<file path="src/rtl/scl_sync_pkg.sv">
package scl_sync_pkg;

  typedef enum logic [2:0] {
    ST_IDLE  = 3'd0,
    ST_LOW   = 3'd1,
    ST_HWAIT = 3'd2,
    ST_HIGH  = 3'd3,
    ST_HOLD  = 3'd4
  } scl_state_e;

  // Raise a requested period to the allowed floor.
  function automatic int unsigned eff_period(input int unsigned raw,
                                             input int unsigned floor_v);
    return (raw < floor_v) ? floor_v : raw;
  endfunction

  // System cycles of one full pulse on a free line: low, one sense cycle, high.
  function automatic int unsigned pulse_cycles(input int unsigned low_v,
                                               input int unsigned high_v,
                                               input int unsigned floor_v);
    return eff_period(low_v, floor_v) + eff_period(high_v, floor_v) + 1;
  endfunction

  // True when a state keeps the line pulled low.
  function automatic logic pulls_low(input scl_state_e st);
    return (st == ST_LOW) || (st == ST_HOLD);
  endfunction

  // True while a burst is in flight.
  function automatic logic in_burst(input scl_state_e st);
    return (st == ST_LOW) || (st == ST_HWAIT) || (st == ST_HIGH);
  endfunction

endpackage

</file>
<file path="src/rtl/scl_period_cnt.sv">
module scl_period_cnt
  import scl_sync_pkg::*;
#(
  parameter int CNT_W      = 16,
  parameter int MIN_PERIOD = 2
) (
  input  logic             clk,
  input  logic             rst_n,
  input  logic             load,
  input  logic             run,
  input  logic [CNT_W-1:0] raw_period,
  output logic             expire
);

  logic [CNT_W-1:0] cnt_q;
  logic [CNT_W-1:0] load_val;

  assign load_val = CNT_W'(eff_period(32'(raw_period), MIN_PERIOD));

  always_ff @(posedge clk or negedge rst_n) begin
    if (!rst_n) begin
      cnt_q <= '0;
    end else if (load) begin
      cnt_q <= load_val;
    end else if (run && (cnt_q != '0)) begin
      cnt_q <= cnt_q - 1'b1;
    end
  end

  // The phase has lasted its full count in the cycle where one remains.
  assign expire = run && (cnt_q == CNT_W'(1));

endmodule

</file>
<file path="src/rtl/scl_pulse_cnt.sv">
module scl_pulse_cnt #(
  parameter int PULSES = 9
) (
  input  logic clk,
  input  logic rst_n,
  input  logic clear,
  input  logic step,
  output logic last
);

  localparam int IDX_W = (PULSES > 1) ? $clog2(PULSES) : 1;

  logic [IDX_W-1:0] idx_q;

  always_ff @(posedge clk or negedge rst_n) begin
    if (!rst_n) begin
      idx_q <= '0;
    end else if (clear) begin
      idx_q <= '0;
    end else if (step && !last) begin
      idx_q <= idx_q + 1'b1;
    end
  end

  assign last = (idx_q == IDX_W'(PULSES - 1));

endmodule

</file>
<file path="src/rtl/scl_phase_fsm.sv">
module scl_phase_fsm
  import scl_sync_pkg::*;
(
  input  logic       clk,
  input  logic       rst_n,
  input  logic       xfer_req,
  input  logic       release_req,
  input  logic       scl_in,
  input  logic       cnt_expire,
  input  logic       pulse_last,
  output scl_state_e state,
  output logic       load_low,
  output logic       load_high,
  output logic       cnt_run,
  output logic       pulse_clear,
  output logic       pulse_step,
  output logic       start_evt,
  output logic       low_done,
  output logic       line_high_seen,
  output logic       high_cut,
  output logic       byte_end,
  output logic       abort_evt,
  output logic       scl_oe,
  output logic       busy,
  output logic       done
);

  scl_state_e state_q, state_d;
  logic       oe_q;
  logic       done_q;
  logic       high_end;

  always_comb begin
    state_d        = state_q;
    start_evt      = 1'b0;
    low_done       = 1'b0;
    line_high_seen = 1'b0;
    high_end       = 1'b0;
    high_cut       = 1'b0;
    byte_end       = 1'b0;
    abort_evt      = 1'b0;
    unique case (state_q)
      ST_IDLE: begin
        if (xfer_req) begin
          start_evt = 1'b1;
          state_d   = ST_LOW;
        end
      end
      ST_LOW: begin
        if (release_req) begin
          abort_evt = 1'b1;
          state_d   = ST_IDLE;
        end else if (cnt_expire) begin
          low_done = 1'b1;
          state_d  = ST_HWAIT;
        end
      end
      ST_HWAIT: begin
        if (release_req) begin
          abort_evt = 1'b1;
          state_d   = ST_IDLE;
        end else if (scl_in) begin
          line_high_seen = 1'b1;
          state_d        = ST_HIGH;
        end
      end
      ST_HIGH: begin
        if (release_req) begin
          abort_evt = 1'b1;
          state_d   = ST_IDLE;
        end else if (!scl_in || cnt_expire) begin
          high_end = 1'b1;
          high_cut = !scl_in;
          if (pulse_last) begin
            byte_end = 1'b1;
            state_d  = ST_HOLD;
          end else begin
            state_d  = ST_LOW;
          end
        end
      end
      ST_HOLD: begin
        if (xfer_req) begin
          start_evt = 1'b1;
          state_d   = ST_LOW;
        end else if (release_req) begin
          state_d = ST_IDLE;
        end
      end
      default: state_d = ST_IDLE;
    endcase
  end

  assign load_low    = start_evt || (high_end && !pulse_last);
  assign load_high   = line_high_seen;
  assign cnt_run     = (state_q == ST_LOW) || (state_q == ST_HIGH);
  assign pulse_clear = start_evt;
  assign pulse_step  = high_end;

  always_ff @(posedge clk or negedge rst_n) begin
    if (!rst_n) begin
      state_q <= ST_IDLE;
      oe_q    <= 1'b0;
      done_q  <= 1'b0;
    end else begin
      state_q <= state_d;
      oe_q    <= pulls_low(state_d);
      done_q  <= byte_end || abort_evt;
    end
  end

  assign state  = state_q;
  assign scl_oe = oe_q;
  assign busy   = in_burst(state_q);
  assign done   = done_q;

endmodule

</file>
<file path="src/rtl/scl_sync_gen.sv">
module scl_sync_gen
  import scl_sync_pkg::*;
#(
  parameter int CNT_W      = 16,
  parameter int PULSES     = 9,
  parameter int MIN_PERIOD = 2
) (
  input  logic             clk,
  input  logic             rst_n,
  input  logic             xfer_req,
  input  logic             release_req,
  input  logic [CNT_W-1:0] low_cnt,
  input  logic [CNT_W-1:0] high_cnt,
  input  logic             scl_in,
  output logic             scl_oe,
  output logic             busy,
  output logic             done
);

  scl_state_e       state_q;
  logic             load_low;
  logic             load_high;
  logic             cnt_run;
  logic             cnt_expire;
  logic             pulse_clear;
  logic             pulse_step;
  logic             pulse_last;
  logic             start_evt;
  logic             low_done;
  logic             line_high_seen;
  logic             high_cut;
  logic             byte_end;
  logic             abort_evt;
  logic [CNT_W-1:0] period_sel;

  // Low and high phases never overlap, so one counter serves both.
  assign period_sel = load_high ? high_cnt : low_cnt;

  scl_period_cnt #(
    .CNT_W      (CNT_W),
    .MIN_PERIOD (MIN_PERIOD)
  ) i_period (
    .clk        (clk),
    .rst_n      (rst_n),
    .load       (load_low || load_high),
    .run        (cnt_run),
    .raw_period (period_sel),
    .expire     (cnt_expire)
  );

  scl_pulse_cnt #(
    .PULSES (PULSES)
  ) i_pulses (
    .clk   (clk),
    .rst_n (rst_n),
    .clear (pulse_clear),
    .step  (pulse_step),
    .last  (pulse_last)
  );

  scl_phase_fsm i_fsm (
    .clk            (clk),
    .rst_n          (rst_n),
    .xfer_req       (xfer_req),
    .release_req    (release_req),
    .scl_in         (scl_in),
    .cnt_expire     (cnt_expire),
    .pulse_last     (pulse_last),
    .state          (state_q),
    .load_low       (load_low),
    .load_high      (load_high),
    .cnt_run        (cnt_run),
    .pulse_clear    (pulse_clear),
    .pulse_step     (pulse_step),
    .start_evt      (start_evt),
    .low_done       (low_done),
    .line_high_seen (line_high_seen),
    .high_cut       (high_cut),
    .byte_end       (byte_end),
    .abort_evt      (abort_evt),
    .scl_oe         (scl_oe),
    .busy           (busy),
    .done           (done)
  );

endmodule

</file>
<file path="config.mk">
export PLATFORM = sky130hd
export DESIGN_NAME = scl_sync_gen
export DESIGN_NICKNAME = d
export VERILOG_FILES = /design/src/rtl/scl_sync_pkg.sv /design/src/rtl/scl_period_cnt.sv /design/src/rtl/scl_pulse_cnt.sv /design/src/rtl/scl_phase_fsm.sv /design/src/rtl/scl_sync_gen.sv
export SDC_FILE = /design/constraint.sdc
export NUM_CORES = 1
export LEC_CHECK = 0
export CELL_PAD_IN_SITES_DETAIL_PLACEMENT = 0
export CELL_PAD_IN_SITES_GLOBAL_PLACEMENT = 1
export CORE_UTILIZATION = 41
export DETAILED_ROUTE_END_ITERATION = 10
export GPL_TIMING_DRIVEN = 0
export PLACE_DENSITY_LB_ADDON = 0.1
export SETUP_SLACK_MARGIN = 0.5
export SLEW_MARGIN = 5
export SYNTH_ARGS = -nofsm -noshare
export SYNTH_HDL_FRONTEND = slang
export SYNTH_SLANG_ARGS = --single-unit
</file>
<file path="constraint.sdc">
create_clock -name clk -period 4.3 [get_ports clk]
set_input_delay 0.86 -clock clk [delete_from_list [all_inputs] [get_ports clk]]
set_output_delay 0.86 -clock clk [all_outputs]
set_load 0.02 [all_outputs]
</file>
## Word-level counts from Yosys, hierarchy flattened

Cells that the tools add are included.
W data, S select, Z words.

| storage, ports and cells | value |
|---|---|
| register bits after elaboration | 25 |
| input bits | 37 |
| output and inout port bits | 3 |
| word-level logic and storage cells | 66 |

| cells by class | value |
|---|---|
| add/subtract/negate cells | 2 |
| $lt $le $gt $ge | 1 |
| equality and inequality tests | 8 |
| mux-type cells | 31 |
| reduce and logical (&&, ||, !) cells | 19 |

Operator list:

| operator | number |
|---|---|
| $mux W16 | 4 |
| $mux W3 | 10 |
| $eq A16 B1 Y1 const B | 1 |
| $lt A16 B2 Y1 const B | 1 |
| $reduce_bool A16 Y1 | 1 |
| $sub A16 B1 Y16 const B | 1 |
| $pmux W3 S5 | 1 |
| $mux W1 | 14 |
| $logic_or A1 B1 Y1 | 8 |
| $mux W4 | 2 |
| $eq A3 B1 Y1 const B | 2 |
| $eq A3 B2 Y1 const B | 2 |
| $eq A3 B3 Y1 const B | 2 |
| $add A4 B1 Y4 const B | 1 |
| $eq A4 B4 Y1 const B | 1 |
| $reduce_bool A2 Y1 | 2 |
| $logic_and A1 B1 Y1 | 3 |
| $logic_not A3 Y1 | 1 |
| $reduce_or A3 Y1 | 1 |
| $logic_not A1 Y1 | 2 |
| $reduce_or A2 Y1 | 1 |

## Longest topological paths before layout

| logic depth | value |
|---|---|
| word-level depth | 11 |
| depth in mapped cells | 9 |

## Cells and area by module

Synthesis repeated with hierarchy kept, for this count alone.

| second synthesis, totals | value |
|---|---|
| cells, all modules | 219 |
| area total of the unflattened synthesis | 2069.5 um^2 |

Modules (own cells, without submodules):

| module | instances | cells an instance | area an instance (um^2) | seq. area each (um^2) |
|---|---|---|---|---|
| scl_period_cnt | 1 | 138 | 1208.7 | 400.4 |
| scl_phase_fsm | 1 | 38 | 376.6 | 125.1 |
| scl_sync_gen | 1 | 19 | 251.5 | 0.0 |
| scl_pulse_cnt | 1 | 24 | 232.7 | 100.1 |

## Least setup slack after synthesis

OpenSTA, ideal clock, no wires.

| timing | value |
|---|---|
| kind | input port to flip-flop |
| from | in scl_in |
| to | reg i_period.cnt_q[11] |
| library setup time | 128 ps |
| arrival time | 2130 ps |
| setup slack | 2042 ps |
| cell stages on the path | 6 |
| path buffers | 2 |
| path through | clkbuf_1 -> nand3_1 -> clkbuf_1 -> mux2_2 -> nand2_1 -> o21ai_0 |

| between the ends | value |
|---|---|
| cells in the longest elaborated chain, start to end | 9 |

Ends and longest elaborated chain:

| item | RTL line | text |
|---|---|---|
| start, declared | scl_sync_gen.sv:14 | `input logic scl_in,` |
| parallel branches: the longest is 9 deep, another holds $lt A16 B2 Y1 | -- |  |
| end signal, assigned | scl_period_cnt.sv:24 | `cnt_q <= load_val;` |
| end signal, assigned | scl_period_cnt.sv:26 | `cnt_q <= cnt_q - 1'b1;` |
| end, declared | scl_period_cnt.sv:15 | `logic [CNT_W-1:0] cnt_q;` |

Several ways; the timed one is not identified.
A chain may end at the register's enable or synchronous reset.

## Worst setup path after layout

| timing | value |
|---|---|
| from | in release_req |
| to | reg i_period.cnt_q[0] |

| between the ends | value |
|---|---|
| cells in the longest elaborated chain, start to end | 6 |

Ends and longest elaborated chain:

| item | RTL line | text |
|---|---|---|
| start, declared | scl_sync_gen.sv:11 | `input logic release_req,` |
| $mux W1, on equally long branches | scl_phase_fsm.sv:59, scl_phase_fsm.sv:68 |  |
| $mux W1 | scl_phase_fsm.sv:42 | `unique case (state_q)` |
| $mux W16 / $logic_and A1 B1 Y1 (equally long branches) | scl_sync_gen.sv:37, scl_phase_fsm.sv:94 |  |
| $lt A16 B2 Y1 / $logic_or A1 B1 Y1 (equally long branches) | scl_sync_pkg.sv:14, scl_phase_fsm.sv:94 |  |
| $mux W16 / $logic_or A1 B1 Y1 (equally long branches) | scl_sync_pkg.sv:14, scl_sync_gen.sv:45 |  |
| $mux W16 / $reduce_bool A2 Y1 (equally long branches) | -- |  |

Several ways; a longest one is shown, not always the timed one.

==> flow_summary.toml <==
[setup_path]
crit_path_max_fanout = 10
reg2reg_depth = 6
worst_r2r_endpoint = "i_period.cnt_q[0]"
worst_r2r_startpoint = "i_fsm.state[1]"
critPathLaunch = "release_req"
criticalPathCategory = "in2reg"
worst_setup_path_end_kind = "register"
critical_path.startpoint_type = "input pin"
reg2reg_slack_ns = 2.04
worst_ep_arrival_time_ns = 3.09
worstPathRequired_ns = 4.51
crit_path_capture = "i_period.cnt_q[0]"

[power_and_ir_drop]
power_per_cell_area_nw_per_um2 = 329
power.leakage_nw = 0.892
total_power_uw = 739
peakVddDrop_v = 0.000221

[cells_and_area]
num-fill-cells = 364
area_growth_syn_to_layout_pct = 27.4
antennaDiodeCount = 0
final_cell_mix = "sky130_fd_sc_hd__clkdlybuf4s50_1, sky130_fd_sc_hd__dfrtp_1, sky130_fd_sc_hd__nand2_1, sky130_fd_sc_hd__mux2_2"
final_nets = 272
drive_gt1_frac = 0.122
layout.core_utilization = 0.553
multiInputGateArea_um2 = 1090
layout.cells.most_common = "sky130_fd_sc_hd__clkdlybuf4s50_1"
final-seq-area_um2 = 626

[sta]
tns_ns = 0
hold_ws_ns = 0.515
worst_clock_skew_ns = 0.00139
report.final.hold_viol_count = 0
rsz0062_at_grt = "false"
fmax_ghz = 0.348
setup_violations = 0
finalCriticalPeriod_ns = 2.87
worst-slew-pin-transition_ns = 0.692
slew_headroom = 0.537
fin_crit_sh = 0.668
finalMaxSlewViolations = 0

[die]
top_level_ports = 40
placeableCoreArea_um2 = 4060
die_height_um = 67.6
floorplan.initialDensity = 0.434
die_width_um = 67.6
floorplan.die_area_um2 = 4560
row_count = 23

[clocking]
clock_latency_ns = 0.27
cts_tree = "built"
htree_levels = 1
ctsHoldBuffers = 0
numCtsBuffers = 3
postCtsSetupBuffers = 0
cts_repair_resize_count = 0
cts.reportedPaths.clkPinSlew_ns = 0.09
clockBufferDepth = 2
sink_count = 25
clk_root_buffer_cell = "sky130_fd_sc_hd__clkbuf_8"

[drt]
drt_first_iter_violations = 73
dr.pass1.iters = 4
detailroute.via_count = 1576
totalWireLength_mm = 4.47
detail_route.wl_per_cell_um = 16.0
antenna_left = 0
avgViaCountPerCell = 5.65
detail_route.drc_violations = 0

[synth]
postSynthRegisterBits = 25
syn_area_um2 = 1760
synth_edf_count = 0
synth_async_sr_flop_share = 1.00
gate_count_after_technology_mapping = 187
synthDistinctLibCells = 48
synth_seq_area_share = 0.355
ys.warnings.count = 0
yosys_most_used_dff = "sky130_fd_sc_hd__dfrtp_1"
avgSynthCellArea_um2 = 9.42
syn_nets = 229

[place]
hpwlAfterDp_mm = 3.60
numPortBuffers = 38
globalplace.congestion = 0.786

[global_route]
global_route.usage.total = 0.221
grt_overflow_total = 0
grt_first_pass_wirelength_mm = 7.45
antenna_found_initial = 0
first_global_vias = 1588
pin_count_of_the_biggest_net_entering_global_routing = 26

[status]
run_status = "completed"

[job]
timing.max_cap.violations = 0

[worst_hold_path]
min-delay-path-class = "reg2reg"
## how the worst min path moves through the flow
stage                      startpoint                 to  slack [ns]  cells past startpoint
floorplan           i_pulses.idx_q[2]  i_pulses.idx_q[2]        0.46                      1
global placement    i_pulses.idx_q[2]  i_pulses.idx_q[2]        0.50                      1
detailed placement  i_pulses.idx_q[2]  i_pulses.idx_q[2]        0.51                      1
CTS                 i_pulses.idx_q[2]  i_pulses.idx_q[2]        0.53                      1
global route        i_pulses.idx_q[2]  i_pulses.idx_q[2]        0.56                      1
finish              i_pulses.idx_q[2]  i_pulses.idx_q[2]        0.51                      1
## stage by stage
step | std cells | cell area [um2] | setup WS, ns
after floorplan | 187 | 1760 | 2.04
after global routing | 279 | 2240 | 1.17
after CTS | 279 | 2250 | 1.42
after detailed placement | 275 | 2200 | 1.14
final | 279 | 2240 | 1.43
after global placement | 275 | 2200 | 1.21
## critical path, cell delays in order
cell and delay (ns):
sky130_fd_sc_hd__clkdlybuf4s50_1 0.52, sky130_fd_sc_hd__nor2_1 0.11, sky130_fd_sc_hd__nand3_1 0.41, sky130_fd_sc_hd__clkbuf_1 0.50, sky130_fd_sc_hd__nor2_1 0.10, sky130_fd_sc_hd__a211oi_1 0.36, sky130_fd_sc_hd__a22o_1 0.21
## power breakdown
group | internal, mW | switching, mW | total (mW)
clock | 0.0664 | 0.0750 | 0.141
combinational | 0.126 | 0.122 | 0.248
sequential | 0.284 | 0.0658 | 0.350
total | 0.476 | 0.263 | 0.739
## cells in the mapped netlist (all sizes together), types with 2 or more instances
cell type,n,area share
nor2,10,0.021
a22oi,2,0.0085
mux2i,6,0.034
nor3b,2,0.0085
a2111oi,2,0.017
nand4,9,0.036
a211oi,2,0.0085
mux2,13,0.083
dfrtp,25,0.36
xnor2,6,0.030
ha,5,0.036
nor3,6,0.017
nor2b,3,0.011
clkbuf,4,0.0085
nand2b,3,0.011
xor2,8,0.040
buf,3,0.0099
inv,4,0.0085
nand2,18,0.038
a21oi,4,0.011
nand3b,3,0.013
or3,2,0.0071
nor4,9,0.040
o21ai,12,0.036
nor4b,2,0.0099
a31oi,2,0.0071
nand3,6,0.017
## registers in the layout, indices dropped and copies added (netlist names)
| signal | count |
|---|---|
| i_period.cnt_q | 16 |
| i_fsm.done | 1 |
| i_fsm.state | 3 |
| i_fsm.scl_oe | 1 |
| i_pulses.idx_q | 4 |
## kinds of logic (layout without fill, tap and decap cells)
kind of cell | after synthesis | after routing | synth area share
multiplexers | 19 | 19 | 0.117
XOR/XNOR | 14 | 14 | 0.0696
AND/OR/NAND/NOR | 79 | 79 | 0.258
flip-flops | 25 | 25 | 0.355
buffers and inverters | 11 | 53 | 0.0270
AO/OA/AOI/OAI | 34 | 34 | 0.138
adder cells (fa/ha/maj) | 5 | 5 | 0.0355
## final cells by class
type,count,share of cell area
multi-input combinational,151,0.485
sequential,25,0.279
timing repair buffer,38,0.167
tap,50,0.0279
clock buffer,4,0.0201
buffer,7,0.0145
inverter,4,0.00669
## metal layers
layer,vias to the layer above,wire [um],share of wire,GRT usage
met5,-,0,0,0
met4,0,42,0.0094,0.0505
met3,4,89,0.020,0.0405
met2,16,2080,0.47,0.344
met1,773,2260,0.51,0.314
li1,783,-,-,-
(Power assumes the default switching activity.)
